File: config.mk
export PLATFORM = sky130hd
export DESIGN_NAME = sci_wake_irq
export DESIGN_NICKNAME = d
export VERILOG_FILES = /design/src/rtl/sci_wake_pkg.sv /design/src/rtl/sci_cfg_regs.sv /design/src/rtl/sci_rx_gate.sv /design/src/rtl/sci_flag_bit.sv /design/src/rtl/sci_wake_irq.sv
export SDC_FILE = /design/constraint.sdc
export NUM_CORES = 1
export LEC_CHECK = 0
export BUFFER_PORTS_ARGS = -buffer_cell sky130_fd_sc_hd__buf_2
export CAP_MARGIN = 20
export CORE_ASPECT_RATIO = 2
export CORE_MARGIN = 1.5
export CORE_UTILIZATION = 30
export CTS_CLUSTER_DIAMETER = 120
export DETAILED_ROUTE_END_ITERATION = 7
export GPL_TIMING_DRIVEN = 0
export PLACE_DENSITY = 0.58
export SLEW_MARGIN = 20
export SYNTH_ARGS = -nofsm -noshare
export SYNTH_HDL_FRONTEND = slang
export SYNTH_HIERARCHICAL = 1
export SYNTH_SLANG_ARGS = --single-unit
File: constraint.sdc
create_clock -name clk -period 2.1 [get_ports clk]
set_input_delay 0.21 -clock clk [delete_from_list [all_inputs] [get_ports clk]]
set_output_delay 0.21 -clock clk [all_outputs]
set_load 0.02 [all_outputs]
File: src/rtl/sci_wake_pkg.sv
package sci_wake_pkg;
  typedef enum logic [1:0] {
    SEL_CTRL = 2'd0,
    SEL_MODE = 2'd1,
    SEL_STAT = 2'd2
  } reg_sel_e;

  localparam int NFLAG  = 5;
  localparam int F_TDRE = 0;
  localparam int F_TEND = 1;
  localparam int F_RDRF = 2;
  localparam int F_FER  = 3;
  localparam int F_ORER = 4;

  // control word: [5:4] clock select, [3] wake, [2] tx-end ie, [1] tx ie, [0] rx ie
  typedef struct packed {
    logic [1:0] clk_sel;
    logic       wake_en;
    logic       tend_ie;
    logic       tx_ie;
    logic       rx_ie;
  } ctrl_t;

  // mode word: [1] marker protocol, [0] synchronous
  typedef struct packed {
    logic mp_mode;
    logic sync_mode;
  } mode_t;

  localparam int CTRL_W = $bits(ctrl_t);
  localparam int MODE_W = $bits(mode_t);
endpackage

File: src/rtl/sci_cfg_regs.sv
module sci_cfg_regs
  import sci_wake_pkg::*;
#(
  parameter int DATA_W = 8
) (
  input  logic              clk,
  input  logic              rst,
  input  logic              wr_en,
  input  logic [1:0]        wr_sel,
  input  logic [DATA_W-1:0] wdata,
  input  logic              wake_clr,
  output ctrl_t             ctrl_q,
  output mode_t             mode_q,
  output logic              sck_oe
);
  logic sck_next;

  always_comb begin
    if (mode_q.sync_mode) sck_next = ~ctrl_q.clk_sel[1];
    else                  sck_next = ~ctrl_q.clk_sel[1] & ctrl_q.clk_sel[0];
  end

  always_ff @(posedge clk) begin
    if (rst) begin
      ctrl_q <= '0;
      mode_q <= '0;
      sck_oe <= 1'b0;
    end else begin
      if (wr_en && wr_sel == SEL_CTRL) ctrl_q <= ctrl_t'(wdata[CTRL_W-1:0]);
      else if (wake_clr)               ctrl_q.wake_en <= 1'b0;
      if (wr_en && wr_sel == SEL_MODE) mode_q <= mode_t'(wdata[MODE_W-1:0]);
      sck_oe <= sck_next;
    end
  end

  // an external clock select never leaves the pin driven
  p_sck_ext_r10: assert property (@(posedge clk) disable iff (rst)
    sck_oe |-> !$past(ctrl_q.clk_sel[1]));
endmodule

File: src/rtl/sci_rx_gate.sv
module sci_rx_gate (
  input  logic clk,
  input  logic rst,
  input  logic rx_done,
  input  logic rx_mpb,
  input  logic rx_ferr,
  input  logic rx_ovr,
  input  logic wake_en,
  input  logic mp_mode,
  input  logic sync_mode,
  output logic set_rdrf,
  output logic set_fer,
  output logic set_orer,
  output logic wake_clr
);
  logic wake_live;
  logic accept;

  assign wake_live = wake_en & mp_mode & ~sync_mode;
  assign accept    = rx_done & (~wake_live | rx_mpb);
  assign wake_clr  = rx_done & wake_live & rx_mpb;
  assign set_fer   = accept & rx_ferr;
  assign set_orer  = accept & rx_ovr;
  assign set_rdrf  = accept & ~rx_ferr & ~rx_ovr;

  // a dropped frame touches no flag
  p_discard_r3: assert property (@(posedge clk) disable iff (rst)
    (rx_done && wake_en && mp_mode && !sync_mode && !rx_mpb)
      |-> !(set_rdrf || set_fer || set_orer));

  // no wake clear outside asynchronous marker mode
  p_wake_scope_r5: assert property (@(posedge clk) disable iff (rst)
    (sync_mode || !mp_mode) |-> !wake_clr);

  // exactly one outcome class per accepted frame
  p_one_outcome_r2: assert property (@(posedge clk) disable iff (rst)
    set_rdrf |-> !(set_fer || set_orer));
endmodule

File: src/rtl/sci_flag_bit.sv
module sci_flag_bit #(
  parameter logic RST_VAL = 1'b0
) (
  input  logic clk,
  input  logic rst,
  input  logic set,
  input  logic rd,
  input  logic wr_clr,
  output logic q
);
  logic armed;

  always_ff @(posedge clk) begin
    if (rst) begin
      q     <= RST_VAL;
      armed <= 1'b0;
    end else if (set) begin
      q     <= 1'b1;
      armed <= 1'b0;
    end else begin
      if (wr_clr && armed) begin
        q     <= 1'b0;
        armed <= 1'b0;
      end else if (rd && q) begin
        armed <= 1'b1;
      end
    end
  end

  // hardware set always lands
  p_set_wins_r11: assert property (@(posedge clk) disable iff (rst)
    set |=> q);

  // a clear without a prior read of 1 is refused
  p_clr_needs_read_r9: assert property (@(posedge clk) disable iff (rst)
    (q && !set && wr_clr && !armed) |=> q);
endmodule

File: src/rtl/sci_wake_irq.sv
module sci_wake_irq
  import sci_wake_pkg::*;
#(
  parameter int DATA_W = 8
) (
  input  logic              clk,
  input  logic              rst,
  input  logic              reg_wr_en,
  input  logic [1:0]        reg_sel,
  input  logic [DATA_W-1:0] reg_wdata,
  input  logic              stat_rd_en,
  input  logic              rx_done,
  input  logic              rx_mpb,
  input  logic              rx_ferr,
  input  logic              rx_ovr,
  input  logic              tx_take,
  input  logic              tx_msb_strobe,
  input  logic              tx_data_valid,
  output logic              rxi,
  output logic              eri,
  output logic              txi,
  output logic              tei,
  output logic              sck_oe,
  output logic [NFLAG-1:0]  status_o,
  output logic              wake_o
);
  localparam logic [NFLAG-1:0] FLAG_RST = NFLAG'((1 << F_TDRE) | (1 << F_TEND));

  ctrl_t            ctrl_q;
  mode_t            mode_q;
  logic             wake_clr;
  logic             set_rdrf, set_fer, set_orer;
  logic [NFLAG-1:0] set_vec;
  logic [NFLAG-1:0] clr_vec;
  logic [NFLAG-1:0] flag_q;
  logic             stat_wr;

  sci_cfg_regs #(.DATA_W(DATA_W)) u_cfg (
    .clk(clk), .rst(rst), .wr_en(reg_wr_en), .wr_sel(reg_sel),
    .wdata(reg_wdata), .wake_clr(wake_clr),
    .ctrl_q(ctrl_q), .mode_q(mode_q), .sck_oe(sck_oe)
  );

  sci_rx_gate u_gate (
    .clk(clk), .rst(rst), .rx_done(rx_done), .rx_mpb(rx_mpb),
    .rx_ferr(rx_ferr), .rx_ovr(rx_ovr), .wake_en(ctrl_q.wake_en),
    .mp_mode(mode_q.mp_mode), .sync_mode(mode_q.sync_mode),
    .set_rdrf(set_rdrf), .set_fer(set_fer), .set_orer(set_orer),
    .wake_clr(wake_clr)
  );

  always_comb begin
    set_vec         = '0;
    set_vec[F_TDRE] = tx_take;
    set_vec[F_TEND] = tx_msb_strobe & ~tx_data_valid;
    set_vec[F_RDRF] = set_rdrf;
    set_vec[F_FER]  = set_fer;
    set_vec[F_ORER] = set_orer;
  end

  assign stat_wr = reg_wr_en && (reg_sel == SEL_STAT);
  assign clr_vec = {NFLAG{stat_wr}} & ~reg_wdata[NFLAG-1:0];

  for (genvar i = 0; i < NFLAG; i++) begin : g_flag
    sci_flag_bit #(.RST_VAL(FLAG_RST[i])) u_flag (
      .clk(clk), .rst(rst), .set(set_vec[i]), .rd(stat_rd_en),
      .wr_clr(clr_vec[i]), .q(flag_q[i])
    );
  end

  always_ff @(posedge clk) begin
    if (rst) begin
      rxi <= 1'b0;
      eri <= 1'b0;
      txi <= 1'b0;
      tei <= 1'b0;
    end else begin
      rxi <= flag_q[F_RDRF] & ctrl_q.rx_ie;
      eri <= (flag_q[F_FER] | flag_q[F_ORER]) & ctrl_q.rx_ie;
      txi <= flag_q[F_TDRE] & ctrl_q.tx_ie;
      tei <= flag_q[F_TEND] & ctrl_q.tend_ie;
    end
  end

  assign status_o = flag_q;
  assign wake_o   = ctrl_q.wake_en;

  // marker frame under wake-up drops the wake enable
  p_wake_clr_r4: assert property (@(posedge clk) disable iff (rst)
    (rx_done && rx_mpb && wake_o && mode_q.mp_mode && !mode_q.sync_mode
     && !(reg_wr_en && reg_sel == SEL_CTRL)) |=> !wake_o);

  // transmit-end request only with flag and enable one cycle before
  p_tei_src_r8: assert property (@(posedge clk) disable iff (rst)
    tei |-> $past(status_o[F_TEND] && ctrl_q.tend_ie));

  // receive requests need the receive enable
  p_rx_req_en_r6: assert property (@(posedge clk) disable iff (rst)
    (rxi || eri) |-> $past(ctrl_q.rx_ie));
endmodule

==> flow_metrics.tcl, run 1 <==
set metrics [dict create \
    htree_levels 1 \
    place_hpwl_um 1720 \
    clk_latency_ps 260 \
    critPathRequiredTime_ps 1890 \
    p_leak_nw 0.583 \
    die_h_um 87.5 \
    drv_slew 0 \
    critPathBufInv 1 \
    min_from "tx_take" \
    layout_common_cells "buf_2 (29), dfxtp_1 (23), nand2b_1 (18), nor2_1 (11), mux2i_1 (8)" \
    syn_nets 118 \
    initial_core_util 0.313 \
    postCtsSetupBuffers 0 \
    num_vias 791 \
    syn-mean-instance-area_um2 11.0 \
    grt_pass1_vias 809 \
    final_antenna_net_count 0 \
    final_common_cell "buf_2" \
    cts_hold_buf 0 \
    cts_resized 0 \
    ys_ff_latch 23 \
    finalSetupViolCount 0 \
    crit_fanout 4 \
    nets 152 \
    ys_seq_area_frac 0.430 \
    pre_cts_slack_ps 896 \
    grt_max_degree 21 \
    synth_area_leader_cell "dfxtp_1" \
    outcome "complete, no violations" \
    hp-class "input port to register" \
    io_buffer_count 29 \
    startpoint "g_flag[3].u_flag/q" \
    timing.critical_path.cells "buf_2" \
    gp_congestion 0.678 \
    worst_pin_slew_ps 467 \
    firstDrtPassIters 4 \
    cts.path.max_buffers 2 \
    drive_gt1_frac 0.362 \
    fin_setup_tns_ps 0 \
    critPathKind "register to output pin" \
    hold_viol_final 0 \
    crit_family "flip-flops" \
    fin_crit_sh 0.521 \
    wirelength_um 2120 \
    cts_made_buffers 3 \
    yosysWarnings 6 \
    cts_tree "yes" \
    grt.overflow.total 0 \
    whs_ps 136 \
    fin_crit_ps 1090 \
    maxCapViolations 0 \
    cp-start-kind "register" \
    routedWlPerCell_um 11.9 \
    cts_root_buf "clkbuf_8" \
    clkSinkCount 23 \
    netlist_area_um2 1070 \
    globalRouteTotalUtil 0.123 \
    skew_ps 2.38 \
    dieArea_um2 3950 \
    core-area_um2 3420 \
    synth_cell_types 20 \
    synth_top_area_share 0.430 \
    diodes 0 \
    rows 30 \
    syn_to_final_growth_pct 23.4 \
    drtIter0Drc 10 \
    drc 0 \
    grt_pass1_wl_um 3530 \
    synthTopCellsByArea "dfxtp_1 (43%), nand3b_4 (11%), nand2b_1 (11%)" \
    r2r-start "u_cfg/mode_q[0]" \
    viasPerCell 4.44 \
    ioPinCount 32 \
    grt_antenna_before_repair 0 \
    rsz0062_at_grt "no" \
    fmax_mhz 914 \
    synthCells 97 \
    clk_pin_slew_worst_paths_ps 70 \
    power.density_nw_per_um2 634 \
    cp_slowest_cell "dfxtp_1" \
    slew_headroom 0.688 \
    cp.arrival_ps 880 \
    cp_slowest_stage_delay_ps 420 \
    fin_ws_ps 1010 \
    irDropWorstVdd_v 0.000382 \
    die_w_um 45.2 \
    critPathCaptureType "output pin" \
]
per-stage QoR:
step	util	power, mW	cell area, µm²	instances
final	0.386	0.836	1320	178
after global routing	0.386	0.884	1320	178
after CTS	0.386	0.854	1320	178
after detailed placement	0.373	0.585	1270	174
after global placement	0.373	0.582	1270	174
after floorplan	-	0.536	1070	97
synth_stat cells:
cell type	number
nand4bb_1	1
o21ba_2	3
dfxtp_1	23
a211o_1	2
nand3b_4	6
or3b_1	1
clkbuf_1	1
mux2i_1	8
and3_1	3
a211oi_2	5
nor3b_1	1
and3b_1	1
nand2b_1	18
a21boi_1	3
nor2_1	11
nor3_1	1
nor3b_4	1
nand2_1	5
nand3b_1	2
nor2b_1	1
metal layers:
layer	global-route usage	share of wire
met5	0	0
met1	0.130	0.37
met3	0.0187	0.037
met2	0.221	0.57
met4	0.0642	0.022
flip-flops by register name (all words and copies together), names as in the netlist:
signal and flops:
u_cfg/ctrl_q 6, g_flag.u_flag/armed 5, g_flag.u_flag/q 5, u_cfg/mode_q 2, eri 1, rxi 1
tei 1, txi 1, u_cfg/sck_oe 1
cell families (layout without fill, tap and decap cells):
family	after synthesis	in the layout	synth area share
buf+inv	1	34	0.00351
flops	23	23	0.430
compound gates	13	13	0.124
mux	8	8	0.0749
simple gates	52	52	0.367
layout make-up:
type | instances | area [µm²]
plain buffers | 1 | 3.75
fillers | 366 | 2100
multi-input cells | 73 | 606
clock buffers | 4 | 45.0
well taps | 48 | 60.1
repair buffers | 29 | 145
flip-flops and latches | 23 | 460
power by group:
part,switching [mW],leakage [nW],internal (mW)
clock network,0.128,0.0228,0.135
logic,0.0539,0.373,0.0553
registers,0.0128,0.187,0.451
total,0.194,0.583,0.642
worst paths after layout:
kind | end | slack (ps) | depth (start not counted)
worst max-delay path | status_o[3] | 1010 | 1
worst min-delay path | g_flag[0].u_flag/armed | 140 | 2
worst min register to register | u_cfg/sck_oe | 430 | 1
worst max register to register | u_cfg/ctrl_q[3] | 1020 | 4
No activity file was read; power rests on OpenSTA's default activity.
==> inputs of run 2 (changes only) <==
==> constraint.sdc (replaced) <==
create_clock -name clk -period 1.1 [get_ports clk]
set_input_delay 0.11 -clock clk [delete_from_list [all_inputs] [get_ports clk]]
set_output_delay 0.11 -clock clk [all_outputs]
set_load 0.02 [all_outputs]
==> run 2 against run 1 <==
Against the previous run:
- flip-flop and latch count did not move
- setup slack got worse by 1000 ps
- clock-buffer cell count did not move
- combinational power rose by 98%
- register-to-register slack got worse by 1000 ps
- die area did not move
- non-clock buffer count did not move
- hold slack got worse by 110 ps
- via count rose by 1.8%
- clock skew barely moved
- critical path depth rose by 3
- cell count did not move
- critical endpoint is now u_cfg/ctrl_q[3]
- largest cell class unchanged
==> flow_metrics.tcl, run 2 (synthesis results as in run 1) <==
set metrics [dict create \
    cp_slowest_stage_delay_ps 360 \
    skew_ps 2.49 \
    fillerInstances 354 \
    maxCapViolations 0 \
    drtIter0Drc 5 \
    dp.cells 174 \
    clk_latency_ps 260 \
    dieArea_um2 3950 \
    power.density_nw_per_um2 1200 \
    rows 30 \
    grt_pass1_vias 841 \
    hp-class "input port to register" \
    drc 0 \
    die_h_um 87.5 \
    nets 152 \
    grt_max_degree 21 \
    diodes 0 \
    r2r_slack_ps 6 \
    final_common_cell "buf_2" \
    cts_made_buffers 3 \
    p_leak_nw 0.582 \
    fmax_mhz 914 \
    clockPowerShare 0.320 \
    final_cell_area_um2 1350 \
    worst_pin_slew_ps 443 \
    firstDrtPassIters 4 \
    switching_power_mw 0.393 \
    clkSinkCount 23 \
    drive_gt1_frac 0.408 \
    grt_antenna_before_repair 0 \
    critPathCaptureType "register" \
    grt.overflow.total 0 \
    final_antenna_net_count 0 \
    cp_slowest_cell "dfxtp_2" \
    num_vias 805 \
    gp_congestion 0.708 \
    hold_viol_final 0 \
    die_w_um 45.2 \
    finalSetupViolCount 0 \
    irDropWorstVdd_v 0.00102 \
    crit_family "simple AND/OR/NAND/NOR gates" \
    io_buffer_count 29 \
    fin_util 0.396 \
    combinationalPowerShare 0.133 \
    core-area_um2 3420 \
    cp.arrival_ps 1280 \
    worstHoldEndpoint "g_flag[0].u_flag/armed" \
    layout_common_cells "buf_2 (29), dfxtp_1 (21), nand2b_1 (18), nor2_1 (11), mux2i_1 (8)" \
    max_flop_register "u_cfg/ctrl_q" \
    fin_crit_sh 0.994 \
    fin_crit_ps 1090 \
    p_sw_frac 0.242 \
    initial_core_util 0.313 \
    critPathBufInv 0 \
    min_from "tx_take" \
    reg2reg_depth 4 \
    outcome "complete, no violations" \
    cts_hold_buf 0 \
    place_hpwl_um 1700 \
    reg2reg_to "u_cfg/ctrl_q[3]" \
    placedInstanceArea_um2 1280 \
    r2r-start "u_cfg/mode_q[0]" \
    cts_resized 1 \
    timing.critical_path.cells "nand3b_1 -> nor2_1 -> or3b_1 -> mux2i_1" \
    ioPinCount 32 \
    htree_levels 1 \
    crit_fanout 4 \
    clk_pin_slew_worst_paths_ps 80 \
    wirelength_um 2220 \
    cp-start-kind "register" \
    fin_ws_ps 6.13 \
    pwr-share-seq 0.547 \
    syn_to_final_growth_pct 26.5 \
    globalRouteTotalUtil 0.117 \
    top_regs "u_cfg/ctrl_q (6), g_flag.u_flag/armed (5), g_flag.u_flag/q (5)" \
    routedWlPerCell_um 12.5 \
    drv_slew 0 \
    pre_cts_slack_ps -23.7 \
    critPathRequiredTime_ps 1290 \
    critPathKind "register to register" \
    viasPerCell 4.52 \
    cts.path.max_buffers 2 \
    postCtsSetupBuffers 0 \
    largest_reg_flops 6 \
    min_path_cells 2 \
    cts_tree "yes" \
    slew_headroom 0.704 \
    instances_no_fill 178 \
    internal_power_mw 1.23 \
    cts_root_buf "clkbuf_8" \
    grt_pass1_wl_um 3460 \
]
[run 2: cell types whose count changed in the layout (fill, tap and decap cells not counted)]
cell / before / now
and3_1: 3 / 0
dfxtp_2: 0 / 2
nand4bb_4: 0 / 1
nand4bb_1: 1 / 0
dfxtp_1: 23 / 21
and3_4: 0 / 3
[run 2: cell type report]
type	count	area, µm²	area share
repair buffers	29	145	0.107
multi-input cells	73	637	0.470
well taps	48	60.1	0.0444
flip-flops and latches	23	463	0.342
clock buffers	4	45.0	0.0333
plain buffers	1	3.75	0.00277
[run 2: power by group through the flow]
stage / clock network, mW / registers [mW] / logic (mW)
finish: 0.520 / 0.889 / 0.216
global route: 0.570 / 0.893 / 0.236
CTS: 0.543 / 0.887 / 0.214
detailed placement: 0 / 0.907 / 0.211
global placement: 0 / 0.905 / 0.206
floorplan: 0 / 0.916 / 0.108
[run 2: per-layer routing]
metal | share of wire | global-route usage | wire length [µm]
met3 | 0.035 | 0.0187 | 77
met5 | 0 | 0 | 0
met2 | 0.57 | 0.217 | 1260
met1 | 0.39 | 0.123 | 856
met4 | 0.013 | 0.0481 | 29
[run 2: stage by stage]
step	power, mW	hold WS, ps	setup TNS, ps
final	1.62	29.4	0
after detailed placement	1.12	305	-47.7
after global placement	1.11	299	0
after CTS	1.64	20.8	-3.15
after global routing	1.70	24.2	-29.6
after floorplan	1.02	175	0
[run 2: worst max path at each step]
stage	from	end	slack (ps)	cells after the start
floorplan	u_cfg/ctrl_q[3]	g_flag[3].u_flag/q	70	3
global placement	rst	u_cfg/ctrl_q[5]	10	4
detailed placement	rst	u_cfg/ctrl_q[5]	-20	4
CTS	u_cfg/mode_q[0]	g_flag[2].u_flag/q	-3	3
global route	u_cfg/mode_q[0]	u_cfg/ctrl_q[3]	-30	4
finish	u_cfg/mode_q[0]	u_cfg/ctrl_q[3]	6	4
[run 2: worst reg2reg max path, cell delays in order (launching register included)]
cell and delay (ps):
dfxtp_2 360, nand3b_1 130, nor2_1 50, or3b_1 360, mux2i_1 120
